--- src/rtl/osr_pkg.sv ---
package osr_pkg;

    typedef enum logic [2:0] {
        ST_IDLE,
        ST_START,
        ST_DATA,
        ST_PARITY,
        ST_STOP,
        ST_NACK
    } rx_state_e;

    localparam logic [2:0] PAR_EVEN = 3'd0;
    localparam logic [2:0] PAR_ODD  = 3'd1;
    localparam logic [2:0] PAR_ZERO = 3'd2;
    localparam logic [2:0] PAR_ONE  = 3'd3;

    function automatic logic maj3(input logic [2:0] s);
        return (s[0] & s[1]) | (s[1] & s[2]) | (s[0] & s[2]);
    endfunction

endpackage

--- src/rtl/osr_line_filter.sv ---
module osr_line_filter #(
    parameter int SYNC_STAGES = 2
) (
    input  logic clk,
    input  logic rst_n,
    input  logic line_raw,
    input  logic tick,
    input  logic filt_en,
    output logic line_q
);
    import osr_pkg::*;

    localparam int HIST = 3;

    logic [SYNC_STAGES-1:0] sync_q;
    logic [HIST-1:0]        hist_q;

    genvar g;
    generate
        for (g = 0; g < SYNC_STAGES; g++) begin : g_sync
            if (g == 0) begin : g_first
                always_ff @(posedge clk or negedge rst_n) begin
                    if (!rst_n) sync_q[g] <= 1'b1;
                    else        sync_q[g] <= line_raw;
                end
            end else begin : g_next
                always_ff @(posedge clk or negedge rst_n) begin
                    if (!rst_n) sync_q[g] <= 1'b1;
                    else        sync_q[g] <= sync_q[g-1];
                end
            end
        end
    endgenerate

    always_ff @(posedge clk or negedge rst_n) begin
        if (!rst_n)    hist_q <= '1;
        else if (tick) hist_q <= {hist_q[HIST-2:0], sync_q[SYNC_STAGES-1]};
    end

    assign line_q = filt_en ? maj3(hist_q) : hist_q[0];

    // the value seen by the receiver only moves after an oversampling tick
    assert_filter_tick_R3: assert property (@(posedge clk) disable iff (!rst_n)
        (!$past(tick) && $stable(filt_en)) |-> $stable(line_q));

endmodule

--- src/rtl/osr_nack_ctrl.sv ---
module osr_nack_ctrl #(
    parameter int ITER_W = 3
) (
    input  logic              clk,
    input  logic              rst_n,
    input  logic              char_done,
    input  logic              char_perr,
    input  logic              inhibit,
    input  logic              limit_en,
    input  logic [ITER_W-1:0] cap,
    output logic              nack_go,
    output logic              iter_flag
);
    logic [ITER_W-1:0] run_q;
    logic              at_cap;

    assign at_cap  = (run_q >= cap);
    assign nack_go = char_done && char_perr && !inhibit && (!limit_en || !at_cap);

    always_ff @(posedge clk or negedge rst_n) begin
        if (!rst_n) begin
            run_q     <= '0;
            iter_flag <= 1'b0;
        end else if (char_done) begin
            if (!char_perr) begin
                run_q     <= '0;
                iter_flag <= 1'b0;
            end else if (limit_en) begin
                if (at_cap) iter_flag <= 1'b1;
                else        run_q     <= run_q + 1'b1;
            end
        end
    end

    // the flag only rises on a parity-error character with the cap active
    assert_iter_set_R11: assert property (@(posedge clk) disable iff (!rst_n)
        $rose(iter_flag) |-> $past(char_done && char_perr && limit_en));

    // the flag only falls on a clean character
    assert_iter_clear_R12: assert property (@(posedge clk) disable iff (!rst_n)
        $fell(iter_flag) |-> $past(char_done && !char_perr));

endmodule

--- src/rtl/osr_rx_fsm.sv ---
module osr_rx_fsm #(
    parameter int OS_HI    = 16,
    parameter int OS_LO    = 8,
    parameter int MAX_BITS = 9
) (
    input  logic                clk,
    input  logic                rst_n,
    input  logic                tick,
    input  logic                line_s,
    input  logic                cfg_over8,
    input  logic [1:0]          cfg_len,
    input  logic                cfg_nine,
    input  logic [2:0]          cfg_parity,
    input  logic                cfg_msb_first,
    input  logic                cfg_invert,
    input  logic                nack_go,
    output logic                char_done,
    output logic                char_perr,
    output logic [MAX_BITS-1:0] rx_data,
    output logic                rx_valid,
    output logic                rx_perr,
    output logic                rx_ferr,
    output logic                nack_drive
);
    import osr_pkg::*;

    localparam int CW = $clog2(OS_HI);
    localparam int BW = $clog2(MAX_BITS + 1);

    rx_state_e             state_q, state_d;
    logic [CW-1:0]         cnt_q;
    logic [BW-1:0]         bit_q;
    logic [MAX_BITS-1:0]   shift_q;
    logic                  acc_q;
    logic                  perr_q;

    logic [CW-1:0]         os_last, half_m1;
    logic [BW-1:0]         n_bits, wr_idx;
    logic                  has_par, bit_eff, slot_end, mid_start, last_bit, par_bad;

    assign os_last   = cfg_over8 ? CW'(OS_LO - 1)     : CW'(OS_HI - 1);
    assign half_m1   = cfg_over8 ? CW'(OS_LO / 2 - 1) : CW'(OS_HI / 2 - 1);
    assign n_bits    = cfg_nine ? BW'(MAX_BITS) : BW'(5) + BW'(cfg_len);
    assign has_par   = (cfg_parity < 3'd4);
    assign bit_eff   = line_s ^ cfg_invert;
    assign slot_end  = tick && (cnt_q == os_last);
    assign mid_start = tick && (cnt_q == half_m1);
    assign last_bit  = (bit_q == n_bits - BW'(1));
    assign wr_idx    = cfg_msb_first ? (n_bits - BW'(1) - bit_q) : bit_q;
    assign char_done = (state_q == ST_STOP) && slot_end;
    assign char_perr = perr_q;

    always_comb begin
        unique case (cfg_parity)
            PAR_EVEN: par_bad = acc_q ^ bit_eff;
            PAR_ODD:  par_bad = ~(acc_q ^ bit_eff);
            PAR_ZERO: par_bad = bit_eff;
            PAR_ONE:  par_bad = ~bit_eff;
            default:  par_bad = 1'b0;
        endcase
    end

    // state register
    always_ff @(posedge clk or negedge rst_n) begin
        if (!rst_n) state_q <= ST_IDLE;
        else        state_q <= state_d;
    end

    // next-state logic
    always_comb begin
        state_d = state_q;
        unique case (state_q)
            ST_IDLE:   if (tick && !line_s) state_d = ST_START;
            ST_START:  if (mid_start) state_d = line_s ? ST_IDLE : ST_DATA;
            ST_DATA:   if (slot_end && last_bit) state_d = has_par ? ST_PARITY : ST_STOP;
            ST_PARITY: if (slot_end) state_d = ST_STOP;
            ST_STOP:   if (slot_end) state_d = nack_go ? ST_NACK : ST_IDLE;
            ST_NACK:   if (slot_end) state_d = ST_IDLE;
            default:   state_d = ST_IDLE;
        endcase
    end

    // datapath: tick counter, bit counter, shift register, parity accumulation
    always_ff @(posedge clk or negedge rst_n) begin
        if (!rst_n) begin
            cnt_q   <= '0;
            bit_q   <= '0;
            shift_q <= '0;
            acc_q   <= 1'b0;
            perr_q  <= 1'b0;
        end else if (tick) begin
            unique case (state_q)
                ST_IDLE: begin
                    cnt_q   <= '0;
                    bit_q   <= '0;
                    shift_q <= '0;
                    acc_q   <= 1'b0;
                    perr_q  <= 1'b0;
                end
                ST_START: begin
                    cnt_q <= mid_start ? '0 : cnt_q + 1'b1;
                end
                ST_DATA: begin
                    if (slot_end) begin
                        cnt_q           <= '0;
                        shift_q[wr_idx] <= bit_eff;
                        acc_q           <= acc_q ^ bit_eff;
                        bit_q           <= bit_q + 1'b1;
                    end else begin
                        cnt_q <= cnt_q + 1'b1;
                    end
                end
                ST_PARITY: begin
                    if (slot_end) begin
                        cnt_q  <= '0;
                        perr_q <= par_bad;
                    end else begin
                        cnt_q <= cnt_q + 1'b1;
                    end
                end
                ST_STOP, ST_NACK: begin
                    cnt_q <= slot_end ? '0 : cnt_q + 1'b1;
                end
                default: cnt_q <= '0;
            endcase
        end
    end

    // outputs
    always_ff @(posedge clk or negedge rst_n) begin
        if (!rst_n) begin
            rx_data    <= '0;
            rx_valid   <= 1'b0;
            rx_perr    <= 1'b0;
            rx_ferr    <= 1'b0;
            nack_drive <= 1'b0;
        end else begin
            rx_valid <= char_done;
            if (char_done) begin
                rx_data <= shift_q;
                rx_perr <= perr_q;
                rx_ferr <= !line_s;
            end
            if (char_done && nack_go)
                nack_drive <= 1'b1;
            else if (state_q == ST_NACK && slot_end)
                nack_drive <= 1'b0;
        end
    end

    // the character strobe lasts a single cycle
    assert_valid_strobe_R8: assert property (@(posedge clk) disable iff (!rst_n)
        rx_valid |=> !rx_valid);

    // data reception only starts after a low middle start sample
    assert_start_confirm_R4: assert property (@(posedge clk) disable iff (!rst_n)
        (state_q == ST_DATA && $past(state_q) == ST_START) |-> !$past(line_s));

    // a NACK begins together with a strobed parity error
    assert_nack_on_perr_R9: assert property (@(posedge clk) disable iff (!rst_n)
        $rose(nack_drive) |-> (rx_valid && rx_perr));

endmodule

--- src/rtl/osr_receiver.sv ---
module osr_receiver #(
    parameter int OS_HI       = 16,
    parameter int OS_LO       = 8,
    parameter int MAX_BITS    = 9,
    parameter int ITER_W      = 3,
    parameter int SYNC_STAGES = 2
) (
    input  logic                clk,
    input  logic                rst_n,
    input  logic                rx_line,
    input  logic                os_tick,
    input  logic                cfg_over8,
    input  logic                cfg_filter_en,
    input  logic [1:0]          cfg_len,
    input  logic                cfg_nine,
    input  logic [2:0]          cfg_parity,
    input  logic                cfg_msb_first,
    input  logic                cfg_invert,
    input  logic                cfg_nack_inhibit,
    input  logic                cfg_nack_limit_en,
    input  logic [ITER_W-1:0]   cfg_nack_cap,
    output logic [MAX_BITS-1:0] rx_data,
    output logic                rx_valid,
    output logic                rx_perr,
    output logic                rx_ferr,
    output logic                nack_drive,
    output logic                iter_flag
);
    logic line_s, char_done, char_perr, nack_go;

    osr_line_filter #(.SYNC_STAGES(SYNC_STAGES)) u_filter (
        .clk      (clk),
        .rst_n    (rst_n),
        .line_raw (rx_line),
        .tick     (os_tick),
        .filt_en  (cfg_filter_en),
        .line_q   (line_s)
    );

    osr_rx_fsm #(.OS_HI(OS_HI), .OS_LO(OS_LO), .MAX_BITS(MAX_BITS)) u_fsm (
        .clk           (clk),
        .rst_n         (rst_n),
        .tick          (os_tick),
        .line_s        (line_s),
        .cfg_over8     (cfg_over8),
        .cfg_len       (cfg_len),
        .cfg_nine      (cfg_nine),
        .cfg_parity    (cfg_parity),
        .cfg_msb_first (cfg_msb_first),
        .cfg_invert    (cfg_invert),
        .nack_go       (nack_go),
        .char_done     (char_done),
        .char_perr     (char_perr),
        .rx_data       (rx_data),
        .rx_valid      (rx_valid),
        .rx_perr       (rx_perr),
        .rx_ferr       (rx_ferr),
        .nack_drive    (nack_drive)
    );

    osr_nack_ctrl #(.ITER_W(ITER_W)) u_nack (
        .clk       (clk),
        .rst_n     (rst_n),
        .char_done (char_done),
        .char_perr (char_perr),
        .inhibit   (cfg_nack_inhibit),
        .limit_en  (cfg_nack_limit_en),
        .cap       (cfg_nack_cap),
        .nack_go   (nack_go),
        .iter_flag (iter_flag)
    );

    // an inhibited receiver never starts a NACK
    assert_inhibit_no_nack_R10: assert property (@(posedge clk) disable iff (!rst_n)
        $rose(nack_drive) |-> !$past(cfg_nack_inhibit));

endmodule

--- config.mk ---
export PLATFORM = sky130hd
export DESIGN_NAME = osr_receiver
export DESIGN_NICKNAME = d
export VERILOG_FILES = /design/src/rtl/osr_pkg.sv /design/src/rtl/osr_line_filter.sv /design/src/rtl/osr_nack_ctrl.sv /design/src/rtl/osr_rx_fsm.sv /design/src/rtl/osr_receiver.sv
export SDC_FILE = /design/constraint.sdc
export NUM_CORES = 1
export LEC_CHECK = 0
export CORE_MARGIN = 2
export CORE_UTILIZATION = 45
export CTS_CLUSTER_DIAMETER = 150
export DETAILED_ROUTE_END_ITERATION = 8
export PLACE_DENSITY = 0.75
export SKIP_CTS_REPAIR_TIMING = 1
export SLEW_MARGIN = 20
export SYNTH_ARGS = -nofsm -noshare
export SYNTH_HDL_FRONTEND = slang
export SYNTH_SLANG_ARGS = --single-unit
--- constraint.sdc ---
create_clock -name clk -period 2.5 [get_ports clk]
set_input_delay 0.375 -clock clk [delete_from_list [all_inputs] [get_ports clk]]
set_output_delay 0.375 -clock clk [all_outputs]
set_load 0.1 [all_outputs]
==> flow_metrics.py <==
metrics = {
    "run_status": {
        "status": "finished, final reports clean",
    },
    "floorplanning": {
        "start_util_pct": 46.64,
        "ios": 33,
        "row_count": 27,
        "die_y_um": 79.78,
        "die_w_um": 79.78,
        "core_area_um2": 5540,
        "die-area_um2": 6364,
    },
    "placed_design": {
        "place.gp.congestion": 0.8915,
        "io_buffers": 32,
        "hpwl_um": 3824,
        "dpl.cell_count": 380,
    },
    "final_layout": {
        "fill_cells": 496,
        "drive_above_1_share_pct": 21.20,
        "diodes": 0,
        "mostFrequentLayoutCells": "nand2_1, dfrtp_1, buf_4",
        "multiInputGateArea_um2": 1424,
        "layout.nets": 346,
        "stdcell_count": 388,
        "area_delta_synth_final_pct": 23.00,
        "final_common_cell": "nand2_1",
        "fin_util_pct": 57.36,
        "seq_area_um2": 1107,
    },
    "power_and_ir_drop": {
        "power.internal_w": 0.001440,
        "p_sw_share_pct": 35.73,
        "p_sw_w": 0.0008006,
        "total_power_w": 0.002241,
        "pwr-share-comb_pct": 33.4,
        "peakVddDrop_v": 0.0006001,
        "power_frac_clock_pct": 25.0,
        "power.static_leakage_nw": 1.458,
        "p_seq_share_pct": 41.6,
        "p_per_area_nw_per_um2": 705.0,
    },
    "detailed_routing": {
        "vias": 2083,
        "drc_errors": 0,
        "firstDrtPassIters": 4,
        "drtAntennaViolNets": 0,
        "wl_um": 5262,
        "drt_iter0_markers": 87,
        "detail_route.wl_per_cell_um": 13.56,
        "viasPerCell": 5.369,
    },
    "critical_path": {
        "crit_arrival_ps": 2620,
        "worstRegToRegCells": 7,
        "end_kind": "flop",
        "ff2ff_setup_slack_ps": 300,
        "reg2reg_from": "u_fsm.bit_q[0]$_DFFE_PN0P_",
        "crit_type": "in -> reg",
        "required_ps": 2720,
        "r2r_end": "u_fsm.shift_q[0]$_DFFE_PN0P_",
        "crit_fanout": 4,
        "worstSetupStartpointType": "input port",
    },
    "clock_network": {
        "clk_path_buf_depth": 2,
        "cts_made_buffers": 5,
        "cts_tree": "yes",
        "cts_root_buffer": "clkbuf_8",
        "clkTransAtPathRegs_ps": 90,
        "cts_sinks": 44,
        "clock_latency_ps": 310,
        "htree_num_levels": 2,
    },
    "run": {
        "cap_violations": 0,
    },
    "synth": {
        "async_flop_share_pct": 100.0,
        "synth_area_um2": 2584,
        "ys_seq_elements": 44,
        "synthAdderAreaFrac_pct": 6.102,
        "synth_compound_area_share_pct": 17.38,
        "synth-seq-area-share_pct": 42.86,
        "synth_top_family_by_area": "simple AND/OR/NAND/NOR gates",
        "muxShareOfSynthArea_pct": 6.247,
        "synth_xor_area_share_pct": 3.390,
        "yosysTopAreaCell": "dfrtp_1",
        "syn-num-nets": 304,
        "avgSynthCellArea_um2": 9.464,
        "synth-edff-count": 0,
        "synthFlopType": "dfrtp_1",
        "yosys.area_share.simple_pct": 20.00,
        "synthTopCellsByArea": "dfrtp_1, nand2_1, ha_1",
        "synthCells": 273,
        "ys_types": 56,
        "yosysTopAreaCellShare_pct": 37.77,
        "yosysWarnings": 0,
    },
    "sta": {
        "relSlewSlack_pct": 61.90,
        "tightestPinTransition_ps": 571.4,
        "final_max_slew_viol_count": 0,
        "period_share_pct": 96.07,
        "hold_viol": 0,
        "fmax_mhz": 416.4,
        "min_period_ps": 2402,
        "setup_viol": 0,
        "fin_worst_skew_ps": 9.951,
    },
    "grt": {
        "globalRouteOverflowTotal": 0,
        "grt_pass1_vias": 1990,
        "grt_max_degree": 45,
        "grt_pass1_wl_um": 8907,
        "grt_usage_pct": 17.90,
        "antenna_found_initial": 0,
    },
    "min_path": {
        "hold_path.class": "in -> async",
    },
}
-- state kept, by name, indices dropped and copies added (netlist names) --
name / cells
u_fsm.bit_q: 4
u_filter.sync_q: 2
u_fsm.nack_drive: 1
u_nack.iter_flag: 1
u_filter.hist_q: 3
u_fsm.state_q: 3
u_nack.run_q: 3
u_fsm.rx_perr: 1
u_fsm.cnt_q: 4
u_fsm.rx_ferr: 1
u_fsm.shift_q: 9
u_fsm.char_perr: 1
u_fsm.rx_valid: 1
u_fsm.acc_q: 1
u_fsm.rx_data: 9
-- worst max-delay path by stage --
stage	startpoint	to	slack (ps)	cells past startpoint
3_3_place_gp	cfg_len[0]	u_fsm.shift_q[6]$_DFFE_PN0P_	-460	12
5_1_grt	cfg_len[0]	u_fsm.shift_q[0]$_DFFE_PN0P_	-10	11
3_5_place_dp	cfg_len[0]	u_fsm.shift_q[5]$_DFFE_PN0P_	-520	12
6_report	cfg_len[0]	u_fsm.shift_q[0]$_DFFE_PN0P_	100	11
4_1_cts	cfg_len[0]	u_fsm.shift_q[0]$_DFFE_PN0P_	-200	10
2_1_floorplan	cfg_len[0]	u_fsm.shift_q[4]$_DFFE_PN0P_	70	10
-- cell families (layout without fill, tap and decap cells) --
group | Yosys count | count (layout)
simple gates | 109 | 109
compound gates | 59 | 59
flops | 44 | 44
buf+inv | 24 | 67
mux | 15 | 15
fa+ha+maj | 12 | 12
xor+xnor | 10 | 10
-- Yosys cell counts, drive strengths merged, types with 2 or more instances --
library cell  count
a211oi            3
a21o              3
a21oi            13
a22o              4
a22oi             2
a31oi             3
and2              2
buf               6
clkbuf            4
dfrtp            39
dfstp             5
ha               11
inv              14
mux2              9
mux2i             6
nand2            50
nand2b            6
nand3             6
nand3b            2
nand4             2
nor2             23
nor2b             4
nor3              5
nor4              2
o211ai            6
o21a              2
o21ai             9
o22ai             2
o31ai             5
or3               3
xnor2             5
xor2              5
-- critical path, stage by stage --
cell and delay, ps:
dlymetal6s2s_1 160, ha_4 290, nand2b_1 80, ha_4 170
xor2_1 170, ha_1 350, xnor2_1 150, nand2b_1 150
nand3b_1 300, a21oi_2 230, mux2i_1 200
-- routing by layer --
layer  GRT usage (%)  vias up  part of all wire [%]
met4           6.102        0                   1.2
met3           4.299        7                   3.7
met5               0        -                     0
met1           22.95      999                    46
met2           29.66       36                    49
li1                -     1041                     -
-- power groups by stage --
stage	sequential, W	clock (W)	combinational, W
6_report	0.000931	0.000561	0.000748
3_5_place_dp	0.000943	0	0.000724
4_1_cts	0.000927	0.000581	0.000731
2_1_floorplan	0.000862	0	0.000614
5_1_grt	0.000946	0.000609	0.000836
3_3_place_gp	0.000937	0	0.000709
-- final cells by class --
cell class,count,area share (%)
multi-input combinational,205,44.80
sequential,44,34.84
timing repair buffer,45,12.24
tap,72,2.835
clock buffer,5,2.165
inverter,14,1.654
clock inverter,3,1.457
-- through the flow --
step / cell area, um2 / hold WS, ps / setup slack (ps) / TNS, ps
2_1_floorplan: 2584 / 79.41 / 74.96 / 0
3_3_place_gp: 3000 / 347.9 / -460.7 / -4530
6_report: 3178 / 126.8 / 98.36 / 0
4_1_cts: 3115 / 146.7 / -202.3 / -1642
3_5_place_dp: 3000 / 353.0 / -522.2 / -5236
5_1_grt: 3178 / 190.6 / -11.35 / -11.35
Note: power is estimated with default switching activity, not from simulation.
